==> config.mk <==
export PLATFORM = sky130hd
export DESIGN_NAME = grp_cpu_iface
export DESIGN_NICKNAME = d
export VERILOG_FILES = /design/src/rtl/gci_pkg.sv /design/src/rtl/gci_regbank.sv /design/src/rtl/gci_actstack.sv /design/src/rtl/gci_select.sv /design/src/rtl/grp_cpu_iface.sv
export SDC_FILE = /design/constraint.sdc
export NUM_CORES = 1
export LEC_CHECK = 0
export ABC_AREA = 1
export BUFFER_PORTS_ARGS = -buffer_cell sky130_fd_sc_hd__buf_2
export CAP_MARGIN = 20
export CORE_MARGIN = 2
export CORE_UTILIZATION = 50
export DETAILED_ROUTE_END_ITERATION = 10
export PLACE_DENSITY = 0.71
export SLEW_MARGIN = 25
export SYNTH_ARGS = -nofsm -noshare
export SYNTH_HDL_FRONTEND = slang
export SYNTH_SLANG_ARGS = --single-unit
==> constraint.sdc <==
create_clock -name clk -period 4.5 [get_ports clk]
set_clock_uncertainty 0.2 [all_clocks]
set_input_delay 0.45 -clock clk [delete_from_list [all_inputs] [get_ports clk]]
set_output_delay 0.45 -clock clk [all_outputs]
set_load 0.02 [all_outputs]
==> src/rtl/gci_pkg.sv <==
package gci_pkg;

  typedef enum logic [2:0] {
    RA_CTRL     = 3'd0,
    RA_PMASK    = 3'd1,
    RA_BINPT    = 3'd2,
    RA_ACK      = 3'd3,
    RA_EOI      = 3'd4,
    RA_RUNPRI   = 3'd5,
    RA_HIPEND   = 3'd6,
    RA_BINPT_AL = 3'd7
  } reg_addr_e;

  typedef struct packed {
    logic fiq_en;   // bit 3
    logic ack_ctl;  // bit 2
    logic en_g1;    // bit 1
    logic en_g0;    // bit 0
  } ctrl_t;

  localparam int unsigned CODE_NONE   = 1023;
  localparam int unsigned CODE_G1_SEC = 1022;

  // Priority with bits [bp:0] cleared.
  function automatic logic [7:0] grp_prio(input logic [7:0] p, input logic [2:0] bp);
    logic [3:0] sh;
    logic [8:0] m;
    sh = {1'b0, bp} + 4'd1;
    m  = 9'h1FF << sh;
    return p & m[7:0];
  endfunction

  // Image of a secure priority value seen by a non-secure read.
  function automatic logic [7:0] ns_view(input logic [7:0] v);
    return v[7] ? {v[6:0], 1'b0} : 8'h00;
  endfunction

  // Stored value produced by a non-secure priority write.
  function automatic logic [7:0] ns_store(input logic [7:0] v);
    return {1'b1, v[7:1]};
  endfunction

endpackage

==> src/rtl/gci_regbank.sv <==
module gci_regbank
  import gci_pkg::*;
(
  input  logic        clk,
  input  logic        rst_n,
  input  logic        wr_en,
  input  logic        sec,
  input  reg_addr_e   addr,
  input  logic [7:0]  wdata,
  output ctrl_t       ctrl,
  output logic [7:0]  pmask,
  output logic [2:0]  bpr_s,
  output logic [2:0]  bpr_ns
);

  always_ff @(posedge clk or negedge rst_n) begin
    if (!rst_n) begin
      ctrl   <= '0;
      pmask  <= 8'h00;
      bpr_s  <= 3'd2;
      bpr_ns <= 3'd3;
    end else if (wr_en) begin
      unique case (addr)
        RA_CTRL: begin
          if (sec) ctrl <= ctrl_t'(wdata[3:0]);
          else     ctrl.en_g1 <= wdata[0];
        end
        RA_PMASK: begin
          if (sec)           pmask <= wdata;
          else if (pmask[7]) pmask <= ns_store(wdata);
        end
        RA_BINPT: begin
          if (sec) bpr_s  <= wdata[2:0];
          else     bpr_ns <= wdata[2:0];
        end
        RA_BINPT_AL: begin
          if (sec) bpr_ns <= wdata[2:0];
        end
        default: ;
      endcase
    end
  end

endmodule

==> src/rtl/gci_actstack.sv <==
module gci_actstack #(
  parameter  int DEPTH = 4,
  parameter  int ID_W  = 10,
  localparam int CNT_W = $clog2(DEPTH + 1),
  localparam int IDX_W = (DEPTH > 1) ? $clog2(DEPTH) : 1
) (
  input  logic             clk,
  input  logic             rst_n,
  input  logic             push,
  input  logic [ID_W-1:0]  push_id,
  input  logic [7:0]       push_prio,
  input  logic             push_grp,
  input  logic             pop,
  output logic [CNT_W-1:0] depth,
  output logic             empty,
  output logic             full,
  output logic [ID_W-1:0]  top_id,
  output logic [7:0]       top_prio,
  output logic             top_grp
);

  logic [ID_W-1:0] id_q   [DEPTH];
  logic [7:0]      prio_q [DEPTH];
  logic            grp_q  [DEPTH];
  logic [CNT_W-1:0] top_ix;

  assign empty  = (depth == '0);
  assign full   = (depth == CNT_W'(DEPTH));
  assign top_ix = depth - CNT_W'(1);

  always_ff @(posedge clk or negedge rst_n) begin
    if (!rst_n) begin
      depth <= '0;
      for (int i = 0; i < DEPTH; i++) begin
        id_q[i]   <= '0;
        prio_q[i] <= 8'hFF;
        grp_q[i]  <= 1'b0;
      end
    end else if (push && !full) begin
      id_q[depth[IDX_W-1:0]]   <= push_id;
      prio_q[depth[IDX_W-1:0]] <= push_prio;
      grp_q[depth[IDX_W-1:0]]  <= push_grp;
      depth <= depth + CNT_W'(1);
    end else if (pop && !empty) begin
      depth <= depth - CNT_W'(1);
    end
  end

  assign top_id   = empty ? '0    : id_q[top_ix[IDX_W-1:0]];
  assign top_prio = empty ? 8'hFF : prio_q[top_ix[IDX_W-1:0]];
  assign top_grp  = empty ? 1'b0  : grp_q[top_ix[IDX_W-1:0]];

endmodule

==> src/rtl/gci_select.sv <==
module gci_select
  import gci_pkg::*;
#(
  parameter int ID_W = 10
) (
  input  logic            pend_valid,
  input  logic [ID_W-1:0] pend_id,
  input  logic [7:0]      pend_prio,
  input  logic            pend_grp,
  input  ctrl_t           ctrl,
  input  logic [7:0]      pmask,
  input  logic [2:0]      bpr_s,
  input  logic [2:0]      bpr_ns,
  input  logic [7:0]      run_prio,
  input  logic            stk_empty,
  input  logic            stk_full,
  input  logic            sec,
  output logic            deliver,
  output logic            irq,
  output logic            fiq,
  output logic [ID_W-1:0] ack_code,
  output logic            ack_real
);

  logic [2:0] bp;
  logic       grp_en;
  logic       preempt;
  logic       fast;

  assign bp      = pend_grp ? bpr_ns : bpr_s;
  assign grp_en  = pend_grp ? ctrl.en_g1 : ctrl.en_g0;
  assign preempt = stk_empty || (grp_prio(pend_prio, bp) < grp_prio(run_prio, bp));
  assign deliver = pend_valid && grp_en && (pend_prio < pmask) && preempt && !stk_full;

  assign fast = !pend_grp && ctrl.fiq_en;
  assign fiq  = deliver && fast;
  assign irq  = deliver && !fast;

  always_comb begin
    ack_real = 1'b0;
    ack_code = ID_W'(CODE_NONE);
    if (deliver) begin
      if (!pend_grp) begin
        if (sec) begin
          ack_real = 1'b1;
          ack_code = pend_id;
        end
      end else if (!sec || ctrl.ack_ctl) begin
        ack_real = 1'b1;
        ack_code = pend_id;
      end else begin
        ack_code = ID_W'(CODE_G1_SEC);
      end
    end
  end

endmodule

==> src/rtl/grp_cpu_iface.sv <==
module grp_cpu_iface
  import gci_pkg::*;
#(
  parameter  int ID_W      = 10,
  parameter  int DATA_W    = 16,
  parameter  int STK_DEPTH = 4,
  localparam int CNT_W     = $clog2(STK_DEPTH + 1)
) (
  input  logic              clk,
  input  logic              rst_n,
  input  logic              pend_valid,
  input  logic [ID_W-1:0]   pend_id,
  input  logic [7:0]        pend_prio,
  input  logic              pend_grp,
  input  logic              reg_req,
  input  logic              reg_wr,
  input  logic              reg_sec,
  input  logic [2:0]        reg_addr,
  input  logic [DATA_W-1:0] reg_wdata,
  output logic [DATA_W-1:0] reg_rdata,
  output logic              irq_o,
  output logic              fiq_o,
  output logic              ack_fire,
  output logic [ID_W-1:0]   ack_id,
  output logic              eoi_fire,
  output logic [ID_W-1:0]   eoi_id
);

  reg_addr_e        addr_e;
  ctrl_t            ctrl_q;
  logic [7:0]       pmask_q;
  logic [2:0]       bpr_s_q, bpr_ns_q;
  logic [CNT_W-1:0] stk_depth;
  logic             stk_empty, stk_full;
  logic [ID_W-1:0]  top_id;
  logic [7:0]       run_prio;
  logic             top_grp;
  logic             deliver, ack_real;
  logic [ID_W-1:0]  ack_code;
  logic             ack_take, eoi_take;
  logic             unused_wbits;

  assign addr_e       = reg_addr_e'(reg_addr);
  assign unused_wbits = ^reg_wdata[DATA_W-1:ID_W];

  gci_regbank u_bank (
    .clk    (clk),
    .rst_n  (rst_n),
    .wr_en  (reg_req && reg_wr),
    .sec    (reg_sec),
    .addr   (addr_e),
    .wdata  (reg_wdata[7:0]),
    .ctrl   (ctrl_q),
    .pmask  (pmask_q),
    .bpr_s  (bpr_s_q),
    .bpr_ns (bpr_ns_q)
  );

  gci_select #(.ID_W(ID_W)) u_sel (
    .pend_valid (pend_valid),
    .pend_id    (pend_id),
    .pend_prio  (pend_prio),
    .pend_grp   (pend_grp),
    .ctrl       (ctrl_q),
    .pmask      (pmask_q),
    .bpr_s      (bpr_s_q),
    .bpr_ns     (bpr_ns_q),
    .run_prio   (run_prio),
    .stk_empty  (stk_empty),
    .stk_full   (stk_full),
    .sec        (reg_sec),
    .deliver    (deliver),
    .irq        (irq_o),
    .fiq        (fiq_o),
    .ack_code   (ack_code),
    .ack_real   (ack_real)
  );

  assign ack_take = reg_req && !reg_wr && (addr_e == RA_ACK) && ack_real;
  assign eoi_take = reg_req && reg_wr && (addr_e == RA_EOI) && !stk_empty
                    && (reg_wdata[ID_W-1:0] == top_id) && (top_grp || reg_sec);

  gci_actstack #(.DEPTH(STK_DEPTH), .ID_W(ID_W)) u_stk (
    .clk       (clk),
    .rst_n     (rst_n),
    .push      (ack_take),
    .push_id   (pend_id),
    .push_prio (pend_prio),
    .push_grp  (pend_grp),
    .pop       (eoi_take),
    .depth     (stk_depth),
    .empty     (stk_empty),
    .full      (stk_full),
    .top_id    (top_id),
    .top_prio  (run_prio),
    .top_grp   (top_grp)
  );

  always_comb begin
    reg_rdata = '0;
    unique case (addr_e)
      RA_CTRL:     reg_rdata = reg_sec ? DATA_W'(ctrl_q) : DATA_W'(ctrl_q.en_g1);
      RA_PMASK:    reg_rdata = DATA_W'(reg_sec ? pmask_q : ns_view(pmask_q));
      RA_BINPT:    reg_rdata = DATA_W'(reg_sec ? bpr_s_q : bpr_ns_q);
      RA_ACK:      reg_rdata = DATA_W'(ack_code);
      RA_EOI:      reg_rdata = '0;
      RA_RUNPRI:   reg_rdata = DATA_W'(reg_sec ? run_prio : ns_view(run_prio));
      RA_HIPEND:   reg_rdata = DATA_W'(ack_code);
      RA_BINPT_AL: reg_rdata = reg_sec ? DATA_W'(bpr_ns_q) : '0;
      default:     reg_rdata = '0;
    endcase
  end

  always_ff @(posedge clk or negedge rst_n) begin
    if (!rst_n) begin
      ack_fire <= 1'b0;
      ack_id   <= '0;
      eoi_fire <= 1'b0;
      eoi_id   <= '0;
    end else begin
      ack_fire <= ack_take;
      eoi_fire <= eoi_take;
      if (ack_take) ack_id <= pend_id;
      if (eoi_take) eoi_id <= top_id;
    end
  end

endmodule

; Yosys cells after proc, flatten, opt, wreduce, memory -nomap -nowiden
; Cells that the tools add are included.
[word_totals]
ff_bits = 119
inputBits = 44
output_inout_bits = 40
word_cells = 135
[classes]
n_addsub = 3
order_cmp = 5
eq_ne = 11
shift = 1
mux = 47
bitwise_logic = 4
reduce_logical = 39
[ops]
columns = cell, n
row1 = one-hot mux 16 bit (7 select lines), 1
row2 = two-way mux 10 bit, 8
row3 = two-way mux 8 bit, 10
row4 = bitwise mux 40 bit, 1
row5 = bitwise mux 32 bit, 1
row6 = two-way mux 3 bit, 7
row7 = binary-select mux 10 bit (select 2 bit), 1
row8 = demux 10 bit (select 2 bit), 1
row9 = logical AND 1 bit, 18
row10 = AND 8 bit, 2
row11 = binary-select mux 8 bit (select 2 bit), 1
row12 = demux 8 bit (select 2 bit), 1
row13 = less-than comparator 8 bit, 2
row14 = "== test 3 bit, second input constant", 5
row15 = == test 10 bit, 1
row16 = two-way mux 1 bit, 10
row17 = AND reduction 3 bit, 3
row18 = "left shift 9 x 4 -> 8 bit, first input constant", 1
row19 = "== test 3 x 2 -> 1 bit, second input constant", 2
row20 = "greater-or-equal comparator 3 bit, second input constant", 2
row21 = logical NOT 1 bit, 6
row22 = logical NOT 3 bit, 2
row23 = NOT 2 -> 3 bit, 2
row24 = one-hot mux 3 bit (2 select lines), 1
row25 = other kinds (15), 21

; Longest topological paths before layout
[depth]
ltp_word = 15
ltp_mapped = 25
ltp_nobuf = 24

; Hierarchy
; Synthesis repeated with hierarchy kept, for this count alone.
[hier_totals]
cells_unflattened = 1074
area_unflattened_um2 = 7524.7
[modules_own_cells]
columns = module, n_inst, cells_each, area_per_inst_um2, seq_area_each_um2
row1 = gci_actstack, 1, 517, 3997.6, 2016.9
row2 = grp_cpu_iface, 1, 299, 1721.7, 550.5
row3 = gci_select, 1, 162, 970.9, 0.0
row4 = gci_regbank, 1, 96, 834.6, 454.2

; Worst setup path before layout
; Ideal clock, no wire load.
[synth_path]
kind = register -> output
start = reg u_stk.depth[0]
end = out reg_rdata[0]
t_arrival_ps = 3619
slack_ps = 231
stages_incl_launch_ff = 21
n_path_buf = 4
path_cell_list = dfrtp_1 > inv_2 > clkbuf_1 > buf_1 > ha_1 > buf_2 > buf_2 > o311ai_0 > nand3_1 > ha_1 > inv_1 > o21bai_2 > nand2_1 > nand2_1 > nand2_1 > nand2_1 > nand2_1 > nand2_2 > nand2_1 > o21ai_0 > a21oi_1
[synth_via]
elab_chain_cells = 13
elab_cells_between_ends = 17
cone_classes = add/sub: 1 / order compare: 1 / eq/ne: 1 / mux: 7 / bitwise: 2 / reduce/logical: 5
[synth_lines]
columns = item, line
row1 = from (decl), gci_actstack.sv:14  ; output logic [CNT_W-1:0] depth,
row2 = from (signal assigned), gci_actstack.sv:43  ; depth <= depth + CNT_W'(1);
row3 = from (signal assigned), gci_actstack.sv:45  ; depth <= depth - CNT_W'(1);
row4 = subtractor 3 x 1 -> 3 bit *, gci_actstack.sv:29  ; assign top_ix = depth - CNT_W'(1);
row5 = net u_stk.top_ix[0], gci_actstack.sv:25  ; logic [CNT_W-1:0] top_ix;
row6 = NOT 2 -> 3 bit (not written as such) *, gci_actstack.sv:50  ; assign top_prio = empty ? 8'hFF : prio_q[top_ix[IDX_W-1:0]];
row7 = binary-select mux 8 bit (select 2 bit) *, gci_actstack.sv:50
row8 = two-way mux 8 bit (not written as such) * (2 in series), gci_actstack.sv:50
row9 = two-way mux 8 bit *, gci_actstack.sv:50
row10 = AND 8 bit, gci_pkg.sv:30  ; return p & m[7:0];
row11 = less-than comparator 8 bit, gci_select.sv:32  ; assign preempt = stk_empty || (grp_prio(pend_prio, bp) < grp_prio(run_prio, bp));
row12 = logical OR 1 bit, gci_select.sv:32
row13 = logical AND 1 bit (2 in series), gci_select.sv:33  ; assign deliver = pend_valid && grp_en && (pend_prio < pmask) && preempt && !stk_full;
row14 = two-way mux 10 bit, gci_select.sv:42  ; if (deliver) begin
row15 = one-hot mux 16 bit (7 select lines) *, grp_cpu_iface.sv:101  ; unique case (addr_e)
row16 = to (decl), grp_cpu_iface.sv:20  ; output logic [DATA_W-1:0] reg_rdata,
; Mark *: on every way through the listed nets, which the timed path passes. The rest lies on a longest branch. The select of a mux whose other input is x is not followed.

; Final worst setup path
[layout_path]
start = reg u_stk.depth[1]
end = out reg_rdata[7]
[layout_via]
elab_chain_cells = 13
elab_cells_between_ends = 18
cone_classes = add/sub: 1 / order compare: 1 / eq/ne: 1 / mux: 8 / bitwise: 2 / reduce/logical: 5
[layout_lines]
columns = item, line
row1 = subtractor 3 x 1 -> 3 bit, gci_actstack.sv:29
row2 = NOT 2 -> 3 bit (not written as such), gci_actstack.sv:50
row3 = binary-select mux 8 bit (select 2 bit), gci_actstack.sv:50
row4 = two-way mux 8 bit (not written as such) (2 in series), gci_actstack.sv:50
row5 = two-way mux 8 bit, gci_actstack.sv:50
row6 = AND 8 bit, gci_pkg.sv:30
row7 = less-than comparator 8 bit, gci_select.sv:32
row8 = logical OR 1 bit, gci_select.sv:32
row9 = logical AND 1 bit (2 in series), gci_select.sv:33
row10 = two-way mux 10 bit, gci_select.sv:42
row11 = one-hot mux 16 bit (7 select lines) *, grp_cpu_iface.sv:101
; Every way passes the cells marked *; elsewhere a longest branch is shown, timed or not. The select of a mux whose other input is x is not followed.

==> flow_metrics.env <==
export IMPL_status="finished, final reports clean"
export IMPL_cts_tree="done"
export IMPL_drt_iter0_drc=632
export IMPL_setup_violations=0
export IMPL_ys_top_cells_by_area="dfrtp_1 (31%), nand2_1 (21%), dfstp_2 (14%), o21ai_0 (5.2%), ha_1 (3.9%)"
export IMPL_vias=6278
export IMPL_clkSlewWorstSetupHoldPaths_ns=0.06
export IMPL_grt_ovfl_total=0
export IMPL_tightest_slew_ns=0.728
export IMPL_synthArstFlopShare_pct=100
export IMPL_clock_sinks=119
export IMPL_hold_class="in2reg"
export IMPL_viasPerCell=5.39
export IMPL_crit_required_ns=3.85
export IMPL_route_met3_wl_mm=1.35
export IMPL_place_inst=1132
export IMPL_syn_area_mm2=0.00675
export IMPL_p_total_mw=3.26
export IMPL_clockBufferDepth=2
export IMPL_io_buffers=71
export IMPL_period_share_pct=95.0
export IMPL_crit_type="reg2out"
export IMPL_cp_max_fo=8
export IMPL_synth_ff_type="dfrtp_1"
export IMPL_die_w_um=120
export IMPL_p_leak_nw=4.16
export IMPL_cp_arrival_ns=3.62
export IMPL_cts_max_level=4
export IMPL_grt_total_usage_pct=28.2
export IMPL_max_cap_violations=0
export IMPL_ys_seq_elements=119
export IMPL_num_nets_final=1041
export IMPL_hold_violations=0
export IMPL_postRouteAntennaNets=0
export IMPL_dp_final_hpwl_mm=13.1
export IMPL_antenna_cells=0
export IMPL_clkLatencyLatePin_ns=0.43
export IMPL_yosysTopAreaCell="dfrtp_1"
export IMPL_synthCells=904
export IMPL_wl_per_cell_um=16.5
export IMPL_grt_pass1_vias=5891
export IMPL_synth_most_common_cell="nand2_1"
export IMPL_worstPathCellList="inv_1 -> ha_1 -> inv_1 -> nand3_1 -> a21oi_2 -> or2_2 -> ha_1 -> a21oi_1 -> nor2_1 -> a211oi_1 -> nand2_1 -> nand2_2 -> nand3_2 -> o21ai_2 -> nand3_1 -> buf_2"
export IMPL_num_rows=42
export IMPL_wirelength_mm=19.2
export IMPL_postCtsSetupBuffers=0
export IMPL_finalNonFillerCells=1165
export IMPL_met1Wirelength_mm=8.62
export IMPL_p_seq_share_pct=36.6
export IMPL_ios=84
export IMPL_clkPwrFrac_pct=42.3
export IMPL_p_comb_share_pct=21.1
export IMPL_ys_types=46
export IMPL_endpoint_kind="output pin"
export IMPL_die_h_um=120
export IMPL_ir_drop_mv=0.322
export IMPL_p_int_mw=2.20
export IMPL_cp_start_kind="register"
export IMPL_total_switching_power_mw=1.06
export IMPL_synth_common_cells="nand2_1 (384), dfrtp_1 (84), o21ai_0 (70)"
export IMPL_core_region_area_mm2=0.0132
export IMPL_report_final_slew_viol_count=0
export IMPL_place_congestion=0.935
export IMPL_num_fill_cells=1269
export IMPL_antenna_found_initial=0
export IMPL_die_area_mm2=0.0144
export IMPL_grt_pass1_wl_mm=30.9
export IMPL_top_layer_used="met4"
export IMPL_power_density_mw_per_mm2=417
export IMPL_slowest_stage="dfrtp_1"
export IMPL_period_minus_slack_ns=4.27
export IMPL_slew_headroom_pct=51.5
export IMPL_areaGrowthSynthToFinish_pct=16.1
export IMPL_fmax_mhz=234
export IMPL_ys_seq_area_share_pct=44.8
export IMPL_p_sw_share_pct=32.5
export IMPL_start_util_pct=51.1
export IMPL_root_buffer="clkbuf_16"
export IMPL_drive_gt1_share_pct=18.7
export IMPL_synth_edf_count=0
export IMPL_drt_pass1_iter_count=5
export IMPL_met2_length_mm=8.67
export IMPL_remaining_drc_errors=0
export IMPL_avgSynthCellArea_um2=7.46
export IMPL_slowest_delay_ns=0.40
export IMPL_synth_top_area_share_pct=31.2
export IMPL_cts_buffers=17
export IMPL_grt_max_degree=57
export IMPL_yosysWarningCount=0
[logic make-up (layout without fill, tap and decap cells)]
kind of cell,Yosys count,count (layout),share of synthesized area (%)
AND/OR/NAND/NOR,508,508,31.0
AO/OA/AOI/OAI,137,137,11.5
flip-flops,119,119,44.8
buffers and inverters,109,189,7.57
adder cells (fa/ha/maj),21,21,3.90
XOR/XNOR,7,7,0.909
multiplexers,2,2,0.334
other,1,6,0.0556
[placed cells by master, fill, tap and decap left out, types with 3 or more instances in the layout]
| cell type | instances |
|---|---|
| nand2_2 | 8 |
| inv_6 | 4 |
| dfstp_2 | 35 |
| nand3_1 | 22 |
| o21ai_0 | 66 |
| inv_1 | 64 |
| clkinvlp_4 | 5 |
| ha_1 | 21 |
| a211oi_1 | 4 |
| o21ai_1 | 8 |
| clkbuf_16 | 17 |
| dfrtp_1 | 84 |
| nand4_1 | 3 |
| buf_2 | 70 |
| o22ai_1 | 19 |
| nor2_1 | 63 |
| conb_1 | 6 |
| nand2_1 | 384 |
| nor2_8 | 4 |
| buf_4 | 17 |
| nor3_1 | 12 |
| xor2_1 | 7 |
| a21oi_1 | 21 |
| inv_2 | 5 |
[routing by layer]
metal | global-route usage [%] | vias up
met5 | 0 | -
met4 | 9.71 | 0
met3 | 5.66 | 41
met2 | 43.5 | 242
met1 | 39.7 | 2977
li1 | - | 3018
[flip-flops by register name, summed over array words and instances (netlist names)]
name,cells
u_bank.ctrl,4
u_bank.bpr_ns,3
ack_id,10
u_stk.grp_q,4
ack_fire,1
u_bank.pmask,8
u_bank.bpr_s,3
u_stk.id_q,40
u_stk.prio_q,32
eoi_id,10
eoi_fire,1
u_stk.depth,3
[timing repair]
item | in CTS | in global routing
resized for setup | 0 | 10
hold buffers | 1 | 0
hold endpoints to repair | 22 | 0
setup endpoints to repair | 0 | 10
[power by group through the flow]
| stage | Combinational, mW | Clock [mW] | Sequential (mW) |
|---|---|---|---|
| floorplan | 0.440 | 0 | 1.21 |
| global placement | 0.665 | 0 | 1.21 |
| detailed placement | 0.675 | 0 | 1.21 |
| CTS | 0.678 | 1.39 | 1.19 |
| global route | 0.774 | 1.44 | 1.20 |
| finish | 0.689 | 1.38 | 1.19 |
[through the flow]
stage / setup TNS [ns] / cell area (um^2) / hold slack [ns] / worst slack [ns] / utilization (%)
global placement: 0 / 7210 / 0.248 / 0.388 / 54.7
CTS: 0 / 7820 / 0.0619 / 0.0257 / 59.2
global route: -0.00931 / 7830 / 0.0770 / -0.00931 / 59.4
finish: 0 / 7830 / 0.0754 / 0.226 / 59.4
detailed placement: 0 / 7210 / 0.252 / 0.388 / 54.7
floorplan: 0 / 6760 / -0.0456 / 0.231 / -
[final timing paths]
kind / start / end / slack (ns) / cells after the start
worst max-delay path: u_stk.depth[1]$_DFFE_PN0P_ / reg_rdata[7] / 0.23 / 16
worst min-delay path: reg_wdata[2] / u_bank.ctrl[2]$_DFFE_PN0P_ / 0.08 / 2
worst max register to register: u_stk.depth[1]$_DFFE_PN0P_ / u_stk.id_q[30]$_DFFE_PN0P_ / 0.66 / 17
worst min register to register: u_stk.prio_q[0]$_DFFE_PN1P_ / u_stk.prio_q[0]$_DFFE_PN1P_ / 0.26 / 2
max in group asynchronous: rst_n / u_bank.bpr_ns[1]$_DFFE_PN1P_ / 2.69 / 3
min in group asynchronous: rst_n / ack_id[9]$_DFFE_PN0P_ / 0.42 / 2
[critical path, delay by kind of cell, from the launching register on]
| kind | cells | cell delay, ns |
|---|---|---|
| and+or+nand+nor | 7 | 0.89 |
| AOI/OAI and AO/OA | 4 | 0.78 |
| buffers and inverters | 3 | 0.56 |
| adders and majority gates | 2 | 0.55 |
| DFF | 1 | 0.40 |
[area by class of cell]
class,instances,area (um^2),area share (%)
Inverter,69,259,3.31
Clock buffer,17,425,5.43
Sequential cell,119,3020,38.6
Clock inverter,15,169,2.16
Multi-Input combinational cell,681,3250,41.5
Tap cell,176,220,2.81
Timing Repair Buffer,88,488,6.23
Note: power is estimated with default switching activity, not from simulation.
